===== config.mk =====
export PLATFORM = sky130hd
export DESIGN_NAME = wd_window_scanner
export DESIGN_NICKNAME = d
export VERILOG_FILES = /design/src/rtl/wd_pkg.sv /design/src/rtl/wd_limit_ram.sv /design/src/rtl/wd_side_check.sv /design/src/rtl/wd_cfg_latch.sv /design/src/rtl/wd_window_scanner.sv
export SDC_FILE = /design/constraint.sdc
export NUM_CORES = 1
export LEC_CHECK = 0
export BUFFER_PORTS_ARGS = -buffer_cell sky130_fd_sc_hd__buf_4
export CAP_MARGIN = 20
export CORE_MARGIN = 4
export CORE_UTILIZATION = 50
export DETAILED_ROUTE_END_ITERATION = 7
export PLACE_DENSITY = 0.81
export SKIP_CTS_REPAIR_TIMING = 1
export SYNTH_ARGS = -nofsm -noshare
export SYNTH_HDL_FRONTEND = slang
export SYNTH_SLANG_ARGS = --single-unit

===== constraint.sdc =====
create_clock -name clk -period 2.95 [get_ports clk]
set_clock_uncertainty 0.2 [all_clocks]
set_input_delay 0.1475 -clock clk [delete_from_list [all_inputs] [get_ports clk]]
set_output_delay 0.1475 -clock clk [all_outputs]
set_load 0.02 [all_outputs]

===== src/rtl/wd_pkg.sv =====
package wd_pkg;

    typedef enum logic [1:0] {
        SC_IDLE,
        SC_LOWER,
        SC_UPPER
    } scan_st_e;

    typedef enum logic [1:0] {
        HS_QUIET,
        HS_ALARM,
        HS_RELEASE,
        HS_SEND
    } hs_st_e;

endpackage


===== src/rtl/wd_limit_ram.sv =====
module wd_limit_ram #(
    parameter int NUM_CH = 2,
    parameter int DW     = 8,
    parameter int AW     = 2
) (
    input  logic          clk,
    input  logic          wr_en,
    input  logic [AW-1:0] wr_addr,
    input  logic [DW-1:0] wr_data,
    input  logic [AW-1:0] rd_addr,
    output logic [DW-1:0] rd_data
);
    localparam int DEPTH = 2 * NUM_CH;

    logic [DW-1:0] mem [DEPTH];

    always_ff @(posedge clk) begin
        if (wr_en) begin
            mem[wr_addr] <= wr_data;
        end
    end

    assign rd_data = mem[rd_addr];

endmodule


===== src/rtl/wd_side_check.sv =====
module wd_side_check #(
    parameter int DW = 8
) (
    input  logic [DW-1:0] sample,
    input  logic [DW-1:0] limit,
    input  logic          upper_side,
    output logic          crossed
);
    // Lower side passes only when the sample is strictly above the limit;
    // the upper side passes only when it is strictly below.
    always_comb begin
        if (upper_side) begin
            crossed = !(sample < limit);
        end else begin
            crossed = !(sample > limit);
        end
    end

endmodule


===== src/rtl/wd_cfg_latch.sv =====
module wd_cfg_latch #(
    parameter int HOLD = 8,
    parameter int MW   = 1
) (
    input  logic          clk,
    input  logic          rst,
    input  logic          csel,
    input  logic [MW-1:0] mode_in,
    output logic [MW-1:0] mode_q,
    output logic          sel_fall
);
    localparam int CNTW = $clog2(HOLD + 1);

    logic            csel_q;
    logic [CNTW-1:0] hi_cnt;

    assign sel_fall = csel_q && !csel;

    always_ff @(posedge clk) begin
        if (rst) begin
            csel_q <= 1'b0;
            hi_cnt <= '0;
            mode_q <= '0;
        end else begin
            csel_q <= csel;
            if (csel) begin
                if (hi_cnt != CNTW'(HOLD)) begin
                    hi_cnt <= hi_cnt + CNTW'(1);
                end
            end else begin
                hi_cnt <= '0;
            end
            if (sel_fall && (hi_cnt < CNTW'(HOLD))) begin
                mode_q <= mode_in;
            end
        end
    end

endmodule


===== src/rtl/wd_window_scanner.sv =====
module wd_window_scanner
    import wd_pkg::*;
#(
    parameter int NUM_CH  = 2,
    parameter int DW      = 8,
    parameter int CMP_CYC = 1,
    parameter int MW      = 1,
    parameter int TW      = $clog2(2 * NUM_CH)
) (
    input  logic                 clk,
    input  logic                 rst,
    input  logic [NUM_CH*DW-1:0] samples_in,
    input  logic                 lim_we,
    input  logic [TW-1:0]        lim_addr,
    input  logic [DW-1:0]        lim_data,
    input  logic                 csel,
    input  logic [MW-1:0]        mode_in,
    output logic                 int_n,
    output logic                 comp_lo_n,
    output logic                 comp_hi_n,
    output logic                 rd_valid,
    output logic [NUM_CH:0]      rd_status,
    output logic [TW-1:0]        rd_tag
);
    localparam int CW   = $clog2(NUM_CH);
    localparam int SW   = (CMP_CYC > 1) ? $clog2(CMP_CYC) : 1;
    localparam int HOLD = (NUM_CH == 2) ? 8 : 32;

    scan_st_e sc_st, sc_nx;
    hs_st_e   hs_st, hs_nx;

    logic [CW-1:0]   ch;
    logic [SW-1:0]   slot;
    logic            slot_last;
    logic [MW-1:0]   mode_q;
    logic            run;
    logic            sel_fall;
    logic [TW-1:0]   lim_rd_addr;
    logic [DW-1:0]   lim_val;
    logic [DW-1:0]   cur_sample;
    logic            upper_sel;
    logic            side_crossed;
    logic            hit, hit_lo, hit_hi;
    logic            take;
    logic            first;
    logic [NUM_CH:0] status;
    logic [TW-1:0]   tag;
    logic            pend_lo, pend_hi;
    logic [NUM_CH:0] snap_status;
    logic [TW-1:0]   snap_tag;

    // ---------------- configuration latch ----------------
    wd_cfg_latch #(
        .HOLD (HOLD),
        .MW   (MW)
    ) u_cfg (
        .clk      (clk),
        .rst      (rst),
        .csel     (csel),
        .mode_in  (mode_in),
        .mode_q   (mode_q),
        .sel_fall (sel_fall)
    );

    assign run = mode_q[0];

    // ---------------- limit store and comparator ----------------
    assign upper_sel   = (sc_st == SC_UPPER);
    assign lim_rd_addr = TW'({ch, upper_sel});
    assign cur_sample  = samples_in[int'(ch)*DW +: DW];

    wd_limit_ram #(
        .NUM_CH (NUM_CH),
        .DW     (DW),
        .AW     (TW)
    ) u_lim (
        .clk     (clk),
        .wr_en   (lim_we && (sc_st == SC_IDLE)),
        .wr_addr (lim_addr),
        .wr_data (lim_data),
        .rd_addr (lim_rd_addr),
        .rd_data (lim_val)
    );

    wd_side_check #(
        .DW (DW)
    ) u_cmp (
        .sample     (cur_sample),
        .limit      (lim_val),
        .upper_side (upper_sel),
        .crossed    (side_crossed)
    );

    assign slot_last = (slot == SW'(CMP_CYC - 1));
    assign hit    = run && (sc_st != SC_IDLE) && slot_last && side_crossed;
    assign hit_lo = hit && (sc_st == SC_LOWER);
    assign hit_hi = hit && (sc_st == SC_UPPER);

    // ---------------- scan state machine ----------------
    always_ff @(posedge clk) begin
        if (rst) begin
            sc_st <= SC_IDLE;
        end else begin
            sc_st <= sc_nx;
        end
    end

    always_comb begin
        sc_nx = sc_st;
        unique case (sc_st)
            SC_IDLE:  if (run) sc_nx = SC_LOWER;
            SC_LOWER: begin
                if (!run)          sc_nx = SC_IDLE;
                else if (slot_last) sc_nx = SC_UPPER;
            end
            SC_UPPER: begin
                if (!run)          sc_nx = SC_IDLE;
                else if (slot_last) sc_nx = SC_LOWER;
            end
            default:  sc_nx = SC_IDLE;
        endcase
    end

    // channel pointer and comparison slot counter
    always_ff @(posedge clk) begin
        if (rst || (sc_st == SC_IDLE) || !run) begin
            ch   <= '0;
            slot <= '0;
        end else if (slot_last) begin
            slot <= '0;
            if (sc_st == SC_UPPER) begin
                ch <= (ch == CW'(NUM_CH - 1)) ? '0 : ch + CW'(1);
            end
        end else begin
            slot <= slot + SW'(1);
        end
    end

    // ---------------- handshake state machine ----------------
    always_ff @(posedge clk) begin
        if (rst) begin
            hs_st <= HS_QUIET;
        end else begin
            hs_st <= hs_nx;
        end
    end

    always_comb begin
        hs_nx = hs_st;
        unique case (hs_st)
            HS_QUIET:   if (hit || status[NUM_CH]) hs_nx = HS_ALARM;
            HS_ALARM:   if (sel_fall) hs_nx = HS_RELEASE;
            HS_RELEASE: hs_nx = HS_SEND;
            HS_SEND:    hs_nx = HS_QUIET;
            default:    hs_nx = HS_QUIET;
        endcase
    end

    // ---------------- status, tag and capture ----------------
    assign take  = (hs_st == HS_ALARM) && sel_fall;
    assign first = !status[NUM_CH] || take;

    always_ff @(posedge clk) begin
        if (rst) begin
            status      <= '0;
            tag         <= '0;
            pend_lo     <= 1'b0;
            pend_hi     <= 1'b0;
            snap_status <= '0;
            snap_tag    <= '0;
        end else begin
            if (take) begin
                snap_status <= status;
                snap_tag    <= tag;
                status      <= '0;
                tag         <= '0;
                pend_lo     <= 1'b0;
                pend_hi     <= 1'b0;
            end
            if (hit) begin
                status[NUM_CH] <= 1'b1;
                status[ch]     <= 1'b1;
                if (first) begin
                    tag <= TW'({ch, upper_sel});
                end
                if (hit_lo) pend_lo <= 1'b1;
                if (hit_hi) pend_hi <= 1'b1;
            end
        end
    end

    // ---------------- outputs ----------------
    always_comb begin
        int_n     = (hs_st != HS_ALARM);
        rd_valid  = (hs_st == HS_SEND);
        rd_status = snap_status;
        rd_tag    = snap_tag;
    end

    generate
        if (NUM_CH == 2) begin : g_side_pins
            assign comp_lo_n = !((hs_st == HS_ALARM) && pend_lo);
            assign comp_hi_n = !((hs_st == HS_ALARM) && pend_hi);
        end else begin : g_no_side_pins
            assign comp_lo_n = 1'b1;
            assign comp_hi_n = 1'b1;
        end
    endgenerate

endmodule


Yosys cells after proc, flatten, opt, wreduce, memory -nomap -nowiden. Memory sizes are Yosys's and may differ from the RTL's. Cells that the tools add are included.

Memories kept: 1. RAM bits: 32. Flip-flop bits (word level): 24. Output and inout bits: 9. Word-level logic and storage cells: 98.

Equality and inequality tests: 12. Reduce and logical (&&, ||, !) cells: 32. $lt $le $gt $ge: 5. Shifts and indexed selects: 1. Mux-type cells: 27. Add/sub/neg operators: 3. Bitwise logic cells: 3.

Memories: u_lim.mem (words 4, width 8, read ports 1, clocked after Yosys merged registers in 0, write ports 1, RTL line wd_limit_ram.sv:15) `logic [DW-1:0] mem [DEPTH];`.

Operator list (number): 2-to-1 mux 2 bit (10); variable part select 16 x 5 -> 8 bit (1); logical AND 1 bit (12); 2-to-1 mux 1 bit (11); 2-to-1 mux 3 bit (3); greater-than comparator 8 bit (1); less-than comparator 8 bit (1); one-hot mux 2 bit (4 select lines) (1); zero test 1 bit (7); equality test 2 bit (second input constant) (3); inequality test 3 bit (second input constant) (2); one-hot mux 2 bit (3 select lines) (1); adder 4 x 1 -> 4 bit (second input constant) (1); equality test 2 x 1 -> 1 bit (second input constant) (2); zero test 2 bit (2); logical OR 1 bit (4); less-than comparator 4 bit (second input constant) (1); inequality test 2 x 1 -> 1 bit (second input constant) (2); inequality test 2 bit (second input constant) (2); inequality test 4 bit (second input constant) (1); AND reduction 2 bit (2); OR reduction 2 bit (2); less-than comparator 1 x 3 -> 1 bit (second input constant) (1); OR 3 x 2 -> 3 bit (1); 7 further kinds (9).

Longest topological paths before layout. Gate-level depths: netlist (run 1). An unclocked memory read counts as a cell.

Word-level depth: 9. Depth in mapped cells: 12.

By module. From an unflattened synthesis (run 1), not the netlist that was laid out.

Cells, all modules: 206. Area total of the unflattened synthesis: 2611.3 um2.

Modules (own cells, without submodules): wd_limit_ram (instances 1, cells an instance 46, area each 1188.6 um2); wd_window_scanner (instances 1, cells an instance 103, area each 932.1 um2); wd_cfg_latch (instances 1, cells an instance 28, area each 270.3 um2); wd_side_check (instances 1, cells an instance 29, area each 220.2 um2).

Worst setup path before layout (run 1). Ideal clock, no wire load.

Kind: flip-flop to flip-flop. From: reg ch. To: reg hs_st[0]. Arrival: 2906 ps. Stages on the path, launching flop included: 12. Setup slack: -243 ps. Setup time: 87 ps. Period minus slack after synthesis: 3193 ps. Data required time: 2663 ps. Cell sequence: dfxtp_1 > clkbuf_1 > clkbuf_1 > mux2_2 > ha_1 > nor2b_1 > o211ai_2 > a21oi_2 > a2111oi_4 > mux2i_1 > a21oi_1 > o31ai_1.

Word-level cells in the longest chain between the ends: 8. Elaborated cells on any way between the ends: 11.

RTL lines: start: declaration (RTL line wd_window_scanner.sv:32) `logic [CW-1:0] ch;`; start signal: assignment (RTL line wd_window_scanner.sv:132) `ch <= (ch == CW'(NUM_CH - 1)) ? '0 : ch + CW'(1);`; variable part select 16 x 5 -> 8 bit / memory (4 x 8 bit) (equally long branches); greater-than comparator 8 bit / less-than comparator 8 bit (equally long branches) (RTL line wd_side_check.sv:15, wd_side_check.sv:13); zero test 1 bit, on equally long branches (RTL line wd_side_check.sv:15, wd_side_check.sv:13); 2-to-1 mux 1 bit (*) (RTL line wd_side_check.sv:12) `if (upper_side) begin`; logical AND 1 bit (*) (RTL line wd_window_scanner.sv:95) `assign hit = run && (sc_st != SC_IDLE) && slot_last && side_crossed;`; logical OR 1 bit (*) (RTL line wd_window_scanner.sv:151) `HS_QUIET: if (hit || status[NUM_CH]) hs_nx = HS_ALARM;`; inequality test 2 bit (no source line) (*); AND reduction 2 bit (no source line) (*); end signal: assignment (RTL line wd_window_scanner.sv:144) `hs_st <= hs_nx;`; end: declaration (RTL line wd_window_scanner.sv:30) `hs_st_e hs_st, hs_nx;`.

Mark *: on every way between the ends. The rest lies on a longest branch, timed or not. A chain may end at the register's enable or synchronous reset.

Worst setup path in the final report (run 1).
From: reg sc_st[1]. To: reg status[2].

Word-level cells in the longest chain between the ends: 7. Elaborated cells on any way between the ends: 13.

RTL lines: start: declaration (RTL line wd_window_scanner.sv:29) `scan_st_e sc_st, sc_nx;`; start signal: assignment (RTL line wd_window_scanner.sv:104) `sc_st <= sc_nx;`; equality test 2 bit (RTL line wd_window_scanner.sv:68) `assign upper_sel = (sc_st == SC_UPPER);`; memory (4 x 8 bit); greater-than comparator 8 bit / less-than comparator 8 bit (equally long branches) (RTL line wd_side_check.sv:15, wd_side_check.sv:13); zero test 1 bit, on equally long branches (RTL line wd_side_check.sv:15, wd_side_check.sv:13); 2-to-1 mux 1 bit (RTL line wd_side_check.sv:12); logical AND 1 bit (*) (RTL line wd_window_scanner.sv:95); nonzero test 3 bit (no source line) / 2-to-1 mux 3 bit (equally long branches); end signal: assignment (RTL line wd_window_scanner.sv:165) `status <= '0;`; end signal: assignment (RTL line wd_window_scanner.sv:175) `status <= '0;`; end signal: indexed assignment (RTL line wd_window_scanner.sv:181) `status[NUM_CH] <= 1'b1;`; end: declaration (RTL line wd_window_scanner.sv:46) `logic [NUM_CH:0] status;`.

Marked as above.

==> run_results.csv, run 1 <==
group,metric,value,unit
power_and_ir_drop,peakVddDrop,0.418,mV
timing,worst_slack,-0.217,ns
detailed_routing,post_drt_via_cell_ratio,5.09,
place,gp_congestion,0.759,
place,portBuffers,39,
power_and_ir_drop,swShare,0.205,
worst_setup_path,crit_fanout,7,
power_and_ir_drop,p_leak,1.32,nW
clock_tree,cts_num_sinks,56,
die,io-pin-count,40,
detailed_routing,wirelength,4840,um
finish,fin_nets,317,
finish,syn2layout_area_growth,30.3,%
yosys,synth_compound_area_frac,0.0676,
worst_setup_path,cp.arrival,3.17,ns
yosys,postSynthCellCount,204,
place,dpl.hpwl,3520,um
worst_setup_path,critPathLaunchType,"flop",
timing,clock.fmax,316,MHz
finish,finalInstanceArea,0.00335,mm^2
detailed_routing,routedWlPerCell,14.3,um
yosys,yosys_warnings,0,
yosys,yosys.area_share.xor_xnor,0.00681,
timing,period_needed,3.17,ns
job,drv_cap,0,
clock_tree,cts-htree-levels,2,
clock_tree,cts_buffers,5,
yosys,netlist_area,0.00257,mm^2
place,dp_slack,-0.255,ns
detailed_routing,firstDrtPassIters,4,
global_route,grt_util_met1,0.190,
run_status,violations,"setup timing",
die,core_area,0.00485,mm^2
power_and_ir_drop,p_int,1.17,mW
clock_tree,cts-root-buf,"clkbuf_8",
worst_setup_path,cp_cell_sequence,"or2b_4, buf_4, mux4_2, inv_1, ha_4, nand4_1, a21oi_2, a2111oi_4, mux2i_2, buf_4, o21ai_0, nor2b_1",
global_route,grt_overflow,0,
global_route,track_usage,0.162,
yosys,synth-edff-count,32,
timing,relSlewSlack,0.517,
timing,worst_pin_slew,0.721,ns
power_and_ir_drop,clkPwrFrac,0.337,
global_route,met2_usage,0.290,
timing,slew_violations,0,
yosys,synth_adder_area_share,0.0730,
yosys,ys_seq_area_frac,0.561,
worst_setup_path,end_kind,"flop",
yosys,ys.flop_type,"edfxtp_1",
worst_setup_path,crit_top_cell,"buf_4",
clock_tree,cts_tree,"yes",
yosys,syn_nets,250,
timing,setup_viol,7,
worst_setup_path,required,2.96,ns
global_route,grt_pass1_vias,1697,
min_path,hold_class,"primary input to flop",
power_and_ir_drop,p_comb_frac,0.088,
timing,finalCritPeriodShare,1.07,
clock_tree,clkSlewWorstSetupHoldPaths,0.10,ns
timing,tns,-1.24,ns
finish,fin_util,0.691,
global_route,grt_max_degree,21,
die,die_h,79.7,um
detailed_routing,drt-initial-drc-count,57,
yosys,ys_types,37,
worst_setup_path,critPathSlowestCell,"mux4_2",
global_route,grt_use_met3,0.0395,
yosys,synth_area_leaders,"edfxtp_1 (37%), dfxtp_1 (19%), ha_1 (7.3%), mux4_2 (7.0%), mux2i_1 (3.9%)",
global_route,busiest_layer,"met2",
detailed_routing,vias,1727,
detailed_routing,ant_nets,0,
yosys,synth-simple-area-share,0.118,
clock_tree,clkLatencyLatePin,0.31,ns
global_route,antenna_found_initial,0,
global_route,grt_pass1_wl,7820,um
die,start_util,0.530,
yosys,synth_top_family_by_area,"multiplexers",
yosys,synth_top_area_share,0.374,
yosys,ys_ff_latch,56,
yosys,synth_mux_area_frac,0.140,
finish,fillers,369,
worst_setup_path,path_class,"flop to flop",
finish,final_layout_size_suffix_gt1_frac,0.353,
worst_setup_path,max_stage_delay,0.42,ns
power_and_ir_drop,p_switching,0.302,mW
detailed_routing,drcViolationCount,0,
yosys,yosys.area.top_type,"edfxtp_1",
power_and_ir_drop,total_power,1.48,mW
finish,num_antenna_cells,0,
place,postPlaceCellArea,0.00303,mm^2
run_status,status,"finished with violations",
die,die_area,0.00635,mm^2
power_and_ir_drop,seq_power_share,0.575,
die,die_w,79.7,um
timing,rsz0062_at_grt,"yes",
clock_tree,clockBufferDepth,2,
die,fp-row-count,25,
timing,hold_viol,0,
yosys,avgSynthCellArea,12.6,um^2
yosys,async_flop_share,0,
power_and_ir_drop,power_density,441,mW/mm^2
==> power groups by stage <==
stage	combinational [mW]	sequential (mW)	clock, mW
3_3_place_gp	0.101	0.866	0
6_report	0.130	0.849	0.497
5_1_grt	0.143	0.851	0.544
4_1_cts	0.107	0.849	0.510
2_1_floorplan	0.0524	0.865	0
3_5_place_dp	0.106	0.867	0
==> flip-flops by register name (all words and copies together), names as in the netlist <==
register      count
u_lim.mem        32
u_cfg.hi_cnt      4
rd_status         3
status            3
hs_st             2
rd_tag            2
sc_st             2
tag               2
ch                1
pend_hi           1
pend_lo           1
slot              1
u_cfg.csel_q      1
u_cfg.mode_q      1
==> cell type report <==
type                       count  area (um^2)  share of cell area
clock inverter                 3         47.5              0.0142
tap                           67         83.8              0.0250
timing repair buffer          67          546               0.163
sequential                    56         1440               0.431
multi-input combinational    126         1100               0.330
clock buffer                   5         68.8              0.0205
inverter                      15         56.3              0.0168
==> synthesized netlist by cell type (5+ instances only) <==
cell       n
edfxtp_1  32
dfxtp_1   24
nor2_1    17
ha_1      15
inv_1     15
nand2_1   11
a21oi_1   10
mux2i_1   10
mux4_2     8
mux2_2     7
nand2b_1   7
clkbuf_1   5
nor2b_1    5
==> worst max-delay path: cells and delay by family (launching register included) <==
family / cells / cell delay [ns]
AOI/OAI and AO/OA: 3 / 0.52
adders and majority gates: 1 / 0.22
buffers and inverters: 3 / 0.44
DFF: 1 / 0.34
muxes: 2 / 0.78
and+or+nand+nor: 3 / 0.56
==> stage by stage <==
stage / hold WS, ns / cells
detailed placement: 0.153 / 315
CTS: -0.178 / 323
floorplan: 0.0464 / 204
finish: 0.0945 / 339
global route: 0.0952 / 339
global placement: 0.149 / 315
==> final timing paths <==
kind | startpoint | end | slack (ns) | depth (start not counted)
worst min-delay path | lim_addr[0] | u_lim.mem[2][5] | 0.09 | 2
worst min register to register | pend_hi | pend_hi | 0.26 | 2
worst max-delay path | sc_st[1] | status[2] | -0.22 | 12
worst max register to register | sc_st[1] | status[2] | -0.22 | 12
==> placed cells by master, fill, tap and decap left out, types with 2 or more instances in the layout <==
cell | netlist | routed
clkinv_4 | 0 | 2
nor3_1 | 3 | 3
nand2_1 | 11 | 11
mux2_2 | 7 | 7
o22ai_1 | 2 | 2
buf_4 | 0 | 54
ha_4 | 0 | 3
nor2b_1 | 5 | 4
mux2i_1 | 10 | 9
dfxtp_1 | 24 | 22
ha_1 | 15 | 12
mux4_2 | 8 | 8
nand2b_1 | 7 | 7
a21oi_1 | 10 | 8
edfxtp_1 | 32 | 32
clkbuf_8 | 0 | 5
inv_1 | 15 | 14
or3_1 | 2 | 2
dlygate4sd3_1 | 0 | 12
or2_2 | 2 | 2
o21ai_0 | 4 | 4
nand3b_1 | 3 | 3
a21oi_2 | 1 | 3
nand4_1 | 2 | 2
a211oi_1 | 2 | 2
nand3_1 | 2 | 2
dfxtp_2 | 0 | 2
nor2_1 | 17 | 17
==> per-layer routing <==
layer	routed length (um)	up-vias
met3	196	7
met1	2020	828
met2	2550	30
met4	73	0
met5	0	-
li1	-	862
==> cell families (layout without fill, tap and decap cells) <==
family | after synthesis | after routing
AOI/OAI and AO/OA | 24 | 24
xor gates and xnor gates | 2 | 2
adders and majority gates | 15 | 15
buffers and inverters | 22 | 90
DFF | 56 | 56
muxes | 25 | 25
other | 1 | 1
and+or+nand+nor | 59 | 59
No activity file was read; power rests on OpenSTA's default activity.
==> inputs of run 2 (changes only) <==
- CORE_UTILIZATION: 50 -> 51
- PLACE_DENSITY: 0.81 -> 0.83
- SYNTH_HIERARCHICAL: unset -> 1
==> run_results.csv, run 2 <==
group,metric,value,unit
run_status,status,"finished with violations",
run_status,violations,"setup timing",
timing,clock.fmax,301,MHz
worst_setup_path,critPathLaunchType,"flop",
yosys,synth-edff-count,32,
place,postPlaceCellArea,0.00306,mm^2
finish,syn2layout_area_growth,29.4,%
power_and_ir_drop,swShare,0.205,
finish,reg_top3,"u_lim/mem x32, u_cfg/hi_cnt x4",
timing,setup_viol,9,
yosys,yosys_warnings,6,
detailed_routing,ant_nets,0,
min_path,holdPathStages,3,
clock_tree,cts_tree,"yes",
power_and_ir_drop,p_switching,0.300,mW
global_route,grt_pass1_vias,1559,
finish,stdcell_count,340,
worst_setup_path,end_kind,"flop",
timing,rsz0062_at_grt,"yes",
detailed_routing,post_drt_via_cell_ratio,5.17,
worst_setup_path,crit_start,"sc_st[0]",
place,gp_congestion,0.739,
timing,hold_slack,0.0770,ns
finish,layout_commonest_cell,"buf_4",
finish,largest_reg_flops,32,
yosys,ys_seq_area_frac,0.552,
yosys,yosys.area.top_type,"edfxtp_1",
yosys,ys_ff_latch,56,
yosys,synth_area_leaders,"edfxtp_1 (37%), dfxtp_1 (18%), ha_1 (7.2%), mux4_2 (6.9%), mux2_2 (3.4%)",
yosys,synth_top_area_share,0.368,
yosys,postSynthCellCount,206,
worst_setup_path,required,3.00,ns
detailed_routing,routedWlPerCell,14.8,um
worst_setup_path,worstReg2RegEnd,"hs_st[0]",
power_and_ir_drop,clkPwrFrac,0.336,
clock_tree,cts_num_sinks,56,
yosys,ys_top_cells_by_count,"edfxtp_1 (32), dfxtp_1 (24), nand2_1 (19)",
finish,final_layout_size_suffix_gt1_frac,0.359,
timing,tns,-2.54,ns
global_route,antenna_found_initial,0,
finish,largest-register,"u_lim/mem",
timing,worst_slack,-0.370,ns
timing,worst_pin_slew,0.530,ns
yosys,async_flop_share,0,
detailed_routing,vias,1759,
place,dp_slack,-0.488,ns
detailed_routing,drt-initial-drc-count,49,
worst_setup_path,path_class,"flop to flop",
global_route,grt_overflow,0,
yosys,netlist_area,0.00261,mm^2
worst_setup_path,reg2reg_slack,-0.37,ns
place,dp_cells,316,
timing,period_needed,3.32,ns
worst_setup_path,reg2reg_depth,11,
power_and_ir_drop,p_comb_frac,0.084,
power_and_ir_drop,total_power,1.46,mW
timing,relSlewSlack,0.642,
min_path,hold_class,"primary input to flop",
global_route,grt_max_degree,21,
clock_tree,cts_buffers,5,
die,die_h,79.6,um
finish,finalInstanceArea,0.00338,mm^2
clock_tree,cts-htree-levels,2,
yosys,ys.flop_type,"edfxtp_1",
worst_setup_path,cp_cell_sequence,"and2b_4, mux4_2, inv_1, ha_1, nand2_1, nor2_1, a2111oi_4, mux2i_2, nand3b_4, a221oi_4, mux2i_1",
yosys,syn_nets,252,
finish,final_cell_mix,"buf_4 (51), edfxtp_1 (32), dfxtp_1 (22), nand2_1 (18), inv_1 (16)",
job,drv_cap,0,
clock_tree,clockBufferDepth,2,
timing,slew_violations,0,
timing,finalCritPeriodShare,1.13,
yosys,synth_most_common_cell,"edfxtp_1",
power_and_ir_drop,peakVddDrop,0.345,mV
yosys,ys_types,45,
clock_tree,clkSlewWorstSetupHoldPaths,0.10,ns
detailed_routing,wirelength,5030,um
detailed_routing,firstDrtPassIters,4,
power_and_ir_drop,p_leak,1.30,nW
power_and_ir_drop,p_int,1.16,mW
detailed_routing,drcViolationCount,0,
global_route,grt_pass1_wl,7130,um
die,die_area,0.00633,mm^2
timing,hold_viol,0,
finish,fin_nets,318,
die,die_w,79.6,um
clock_tree,cts-root-buf,"clkbuf_8",
min_path,hp-start,"csel",
power_and_ir_drop,power_density,434,mW/mm^2
place,portBuffers,39,
die,core_area,0.00485,mm^2
die,io-pin-count,40,
worst_setup_path,cp.arrival,3.37,ns
yosys,avgSynthCellArea,12.7,um^2
worst_setup_path,critPathSlowestCell,"mux4_2",
clock_tree,clkLatencyLatePin,0.31,ns
die,start_util,0.539,
global_route,track_usage,0.149,
worst_setup_path,max_stage_delay,0.52,ns
place,dpl.hpwl,3360,um
power_and_ir_drop,seq_power_share,0.580,
die,fp-row-count,25,
worst_setup_path,crit_fanout,5,
min_path,hold_end,"u_cfg/hi_cnt[2]",
finish,fin_util,0.697,
worst_setup_path,r2r_start,"sc_st[0]",
finish,num_antenna_cells,0,
run 2: layer usage:
layer / vias up / GRT usage / share of wire
met5: - / 0 / 0
met4: 0 / 0.0619 / 0.014
met3: 7 / 0.0384 / 0.055
met2: 46 / 0.245 / 0.51
met1: 837 / 0.185 / 0.42
li1: 869 / - / -
run 2: area by class of cell:
| type | instances | area, um^2 |
|---|---|---|
| Fill cell | 337 | 1470 |
| Sequential cell | 56 | 1440 |
| Multi-Input combinational cell | 128 | 1150 |
| Timing Repair Buffer | 64 | 523 |
| Tap cell | 67 | 83.8 |
| Clock buffer | 5 | 68.8 |
| Inverter | 17 | 63.8 |
| Clock inverter | 3 | 42.5 |
run 2: kinds of logic after synthesis:
logic type	share of synthesized area
AND/OR/NAND/NOR	0.138
flip-flops	0.552
AO/OA/AOI/OAI	0.0695
buffers and inverters	0.0379
multiplexers	0.123
adder cells (fa/ha/maj)	0.0719
XOR/XNOR	0.00671
other	0.00144
run 2: power groups by stage:
stage / Sequential [mW] / Clock (mW) / Combinational, mW
floorplan: 0.865 / 0 / 0.0531
global placement: 0.866 / 0 / 0.0967
detailed placement: 0.868 / 0 / 0.101
CTS: 0.850 / 0.499 / 0.101
global route: 0.852 / 0.531 / 0.134
finish: 0.850 / 0.491 / 0.123
run 2: how the worst max path moves through the flow:
stage	to	slack, ns	cells after the start
floorplan	hs_st[0]	-0.32	13
global placement	hs_st[0]	-0.39	12
detailed placement	hs_st[0]	-0.49	12
CTS	hs_st[0]	-0.51	12
global route	hs_st[1]	-0.52	11
finish	hs_st[0]	-0.37	11
run 2: critical path, delay by kind of cell (launching register included):
| family | cells | cell delay, ns |
|---|---|---|
| AO/OA/AOI/OAI | 2 | 0.66 |
| adder cells (fa/ha/maj) | 1 | 0.28 |
| buffers and inverters | 1 | 0.08 |
| flip-flops | 1 | 0.35 |
| multiplexers | 3 | 1.08 |
| AND/OR/NAND/NOR | 4 | 0.61 |
==> inputs of run 3 (changes only) <==
- ABC_AREA: unset -> 1
- CORE_UTILIZATION: 51 -> 52
==> run_results.csv, run 3 <==
group,metric,value,unit
run_status,status,"finished, final reports clean",
clock_tree,cts_num_sinks,56,
yosys,synth_most_common_cell,"nand2_1",
finish,fin_util,0.664,
yosys,synth_compound_area_frac,0.0457,
clock_tree,clockBufferDepth,2,
place,portBuffers,39,
yosys,postSynthCellCount,352,
timing,setup_viol,0,
detailed_routing,ant_nets,0,
yosys,async_flop_share,0,
die,fp-row-count,26,
yosys,avgSynthCellArea,8.25,um^2
place,dp_slack,0.282,ns
clock_tree,cts-htree-levels,2,
min_path,hold_class,"primary input to flop",
global_route,antenna_found_initial,0,
die,die_w,82.7,um
timing,tns,0,ns
clock_tree,clkLatencyLatePin,0.31,ns
power_and_ir_drop,p_leak,1.72,nW
yosys,ys_ff_latch,56,
timing,hold_viol,0,
finish,syn2layout_area_growth,20.4,%
finish,final_layout_size_suffix_gt1_frac,0.185,
timing,hold_slack,0.119,ns
yosys,yosys.area.top_type,"edfxtp_1",
timing,rsz0062_at_grt,"no",
yosys,synth_area_leaders,"edfxtp_1 (33%), dfxtp_1 (17%), nand2_1 (13%), inv_1 (8.8%), ha_1 (6.5%)",
die,die_h,82.7,um
yosys,synth_adder_area_share,0.0646,
yosys,yosys_warnings,6,
min_path,hp-start,"lim_addr[1]",
finish,largest-register,"u_lim/mem",
worst_setup_path,reg2reg_slack,0.29,ns
detailed_routing,drcViolationCount,0,
yosys,ys_seq_area_frac,0.496,
finish,regArea,0.00144,mm^2
finish,fin_nets,455,
yosys,netlist_area,0.00291,mm^2
worst_setup_path,reg2reg_depth,20,
job,drv_cap,0,
worst_setup_path,worstReg2RegEnd,"tag[0]",
clock_tree,cts-root-buf,"clkbuf_8",
place,dpl.hpwl,4270,um
power_and_ir_drop,power_density,469,mW/mm^2
finish,multiInputGateArea,0.00114,mm^2
detailed_routing,vias,2304,
worst_setup_path,crit_end,"tag[0]",
timing,slew_violations,0,
power_and_ir_drop,peakVddDrop,0.327,mV
worst_setup_path,end_kind,"flop",
die,die_area,0.00685,mm^2
timing,worst_slack,0.291,ns
detailed_routing,post_drt_via_cell_ratio,4.80,
die,io-pin-count,40,
worst_setup_path,r2r_start,"sc_st[1]",
detailed_routing,firstDrtPassIters,5,
timing,clock.fmax,376,MHz
worst_setup_path,required,2.97,ns
global_route,grt_max_degree,20,
yosys,synth_top_family_by_area,"simple AND/OR/NAND/NOR gates",
finish,final_cell_mix,"nand2_1 (101), inv_1 (68), buf_4 (47), edfxtp_1 (32), nor2_1 (31)",
global_route,grt_pass1_vias,2210,
worst_setup_path,crit_start,"sc_st[1]",
timing,period_needed,2.66,ns
place,dp_cells,461,
yosys,ys_top_cells_by_count,"nand2_1 (101), inv_1 (68), edfxtp_1 (32)",
yosys,yosys.area_share.xor_xnor,0.00301,
global_route,grt_overflow,0,
worst_setup_path,cp.arrival,2.67,ns
yosys,synth-edff-count,32,
worst_setup_path,path_class,"flop to flop",
finish,reg_top3,"u_lim/mem x32, u_cfg/hi_cnt x4",
yosys,synth-simple-area-share,0.276,
finish,num_antenna_cells,0,
detailed_routing,wirelength,5860,um
yosys,ys.flop_type,"edfxtp_1",
place,gp_congestion,0.777,
yosys,syn_nets,398,
worst_setup_path,crit_fanout,12,
yosys,synth_top_area_share,0.331,
yosys,ys_types,30,
clock_tree,cts_buffers,5,
detailed_routing,drt-initial-drc-count,92,
global_route,grt_pass1_wl,9340,um
yosys,synth_mux_area_frac,0,
die,core_area,0.00527,mm^2
worst_setup_path,critPathLaunchType,"flop",
global_route,track_usage,0.180,
die,start_util,0.551,
detailed_routing,routedWlPerCell,12.2,um
clock_tree,clkSlewWorstSetupHoldPaths,0.11,ns
timing,finalCritPeriodShare,0.901,
finish,stdcell_count,480,
finish,layout_commonest_cell,"nand2_1",
finish,largest_reg_flops,32,
clock_tree,cts_tree,"yes",
finish,fillers,436,
-- run 3: cell count changes in the layout (fill, tap and decap cells not counted), sizes merged, moves of 4 or more --
| cell | delta |
|---|---|
| mux2i | -5 |
| mux4 | -8 |
| buf | -5 |
| nand3b | -6 |
| o21ai | +7 |
| and3b | -4 |
| nand3 | +26 |
| nor2 | +27 |
| mux2 | -8 |
| inv | +57 |
| nand2 | +86 |
-- run 3: cell families (layout without fill, tap and decap cells) --
group | Yosys count | after routing
other | 1 | 1
flip-flops | 56 | 56
buffers and inverters | 80 | 138
AND/OR/NAND/NOR | 176 | 176
AO/OA/AOI/OAI | 23 | 23
XOR/XNOR | 1 | 1
adder cells (fa/ha/maj) | 15 | 15
-- run 3: stage by stage --
| step | total power [mW] | instance area [um^2] |
|---|---|---|
| after CTS | 1.63 | 3380 |
| after global placement | 1.19 | 3290 |
| after global routing | 1.73 | 3500 |
| after floorplan | 1.10 | 2910 |
| after detailed placement | 1.21 | 3290 |
| final | 1.64 | 3500 |
-- run 3: worst min-delay path by stage --
stage                            to  slack (ns)  cells after the start
finish              u_lim/mem[0][5]        0.12                      3
global route        u_lim/mem[1][2]        0.11                      3
CTS                 u_lim/mem[2][3]       -0.18                      1
detailed placement  u_lim/mem[3][3]        0.15                      1
global placement    u_lim/mem[2][5]        0.15                      1
floorplan              u_cfg/csel_q        0.02                      1
-- run 3: final cells by class --
| type | count | area share |
|---|---|---|
| clock inverters | 3 | 0.00715 |
| repair buffers | 58 | 0.132 |
| clock buffers | 5 | 0.0197 |
| inverters | 72 | 0.0780 |
| flip-flops and latches | 56 | 0.412 |
| well taps | 70 | 0.0250 |
| multi-input cells | 216 | 0.326 |
-- run 3: routing by layer --
layer,vias up,track usage,part of all wire,wire (um)
li1,1197,-,-,-
met1,1042,0.218,0.42,2480
met2,53,0.309,0.51,2980
met3,12,0.0456,0.051,300
met4,0,0.0654,0.016,94
met5,-,0,0,0
-- run 3: worst max-delay path: stages, from the launching register on --
cell	delay, ns
dfxtp_1	0.35
inv_1	0.11
nor2_4	0.16
buf_4	0.21
nand2_1	0.07
nand3_1	0.09
nand2_1	0.07
inv_1	0.06
ha_1	0.23
a21oi_1	0.13
nor2_1	0.06
nor2_2	0.11
nand2_1	0.07
nand2_1	0.05
nand2_1	0.04
inv_1	0.12
nand2_4	0.08
nor2_8	0.15
nand2_1	0.07
nand2_1	0.07
a21oi_2	0.05
-- run 3: power breakdown --
part | internal [mW] | total [mW] | switching [mW]
sequential | 0.862 | 0.887 | 0.0252
clock | 0.174 | 0.438 | 0.264
combinational | 0.136 | 0.317 | 0.181
total | 1.17 | 1.64 | 0.470
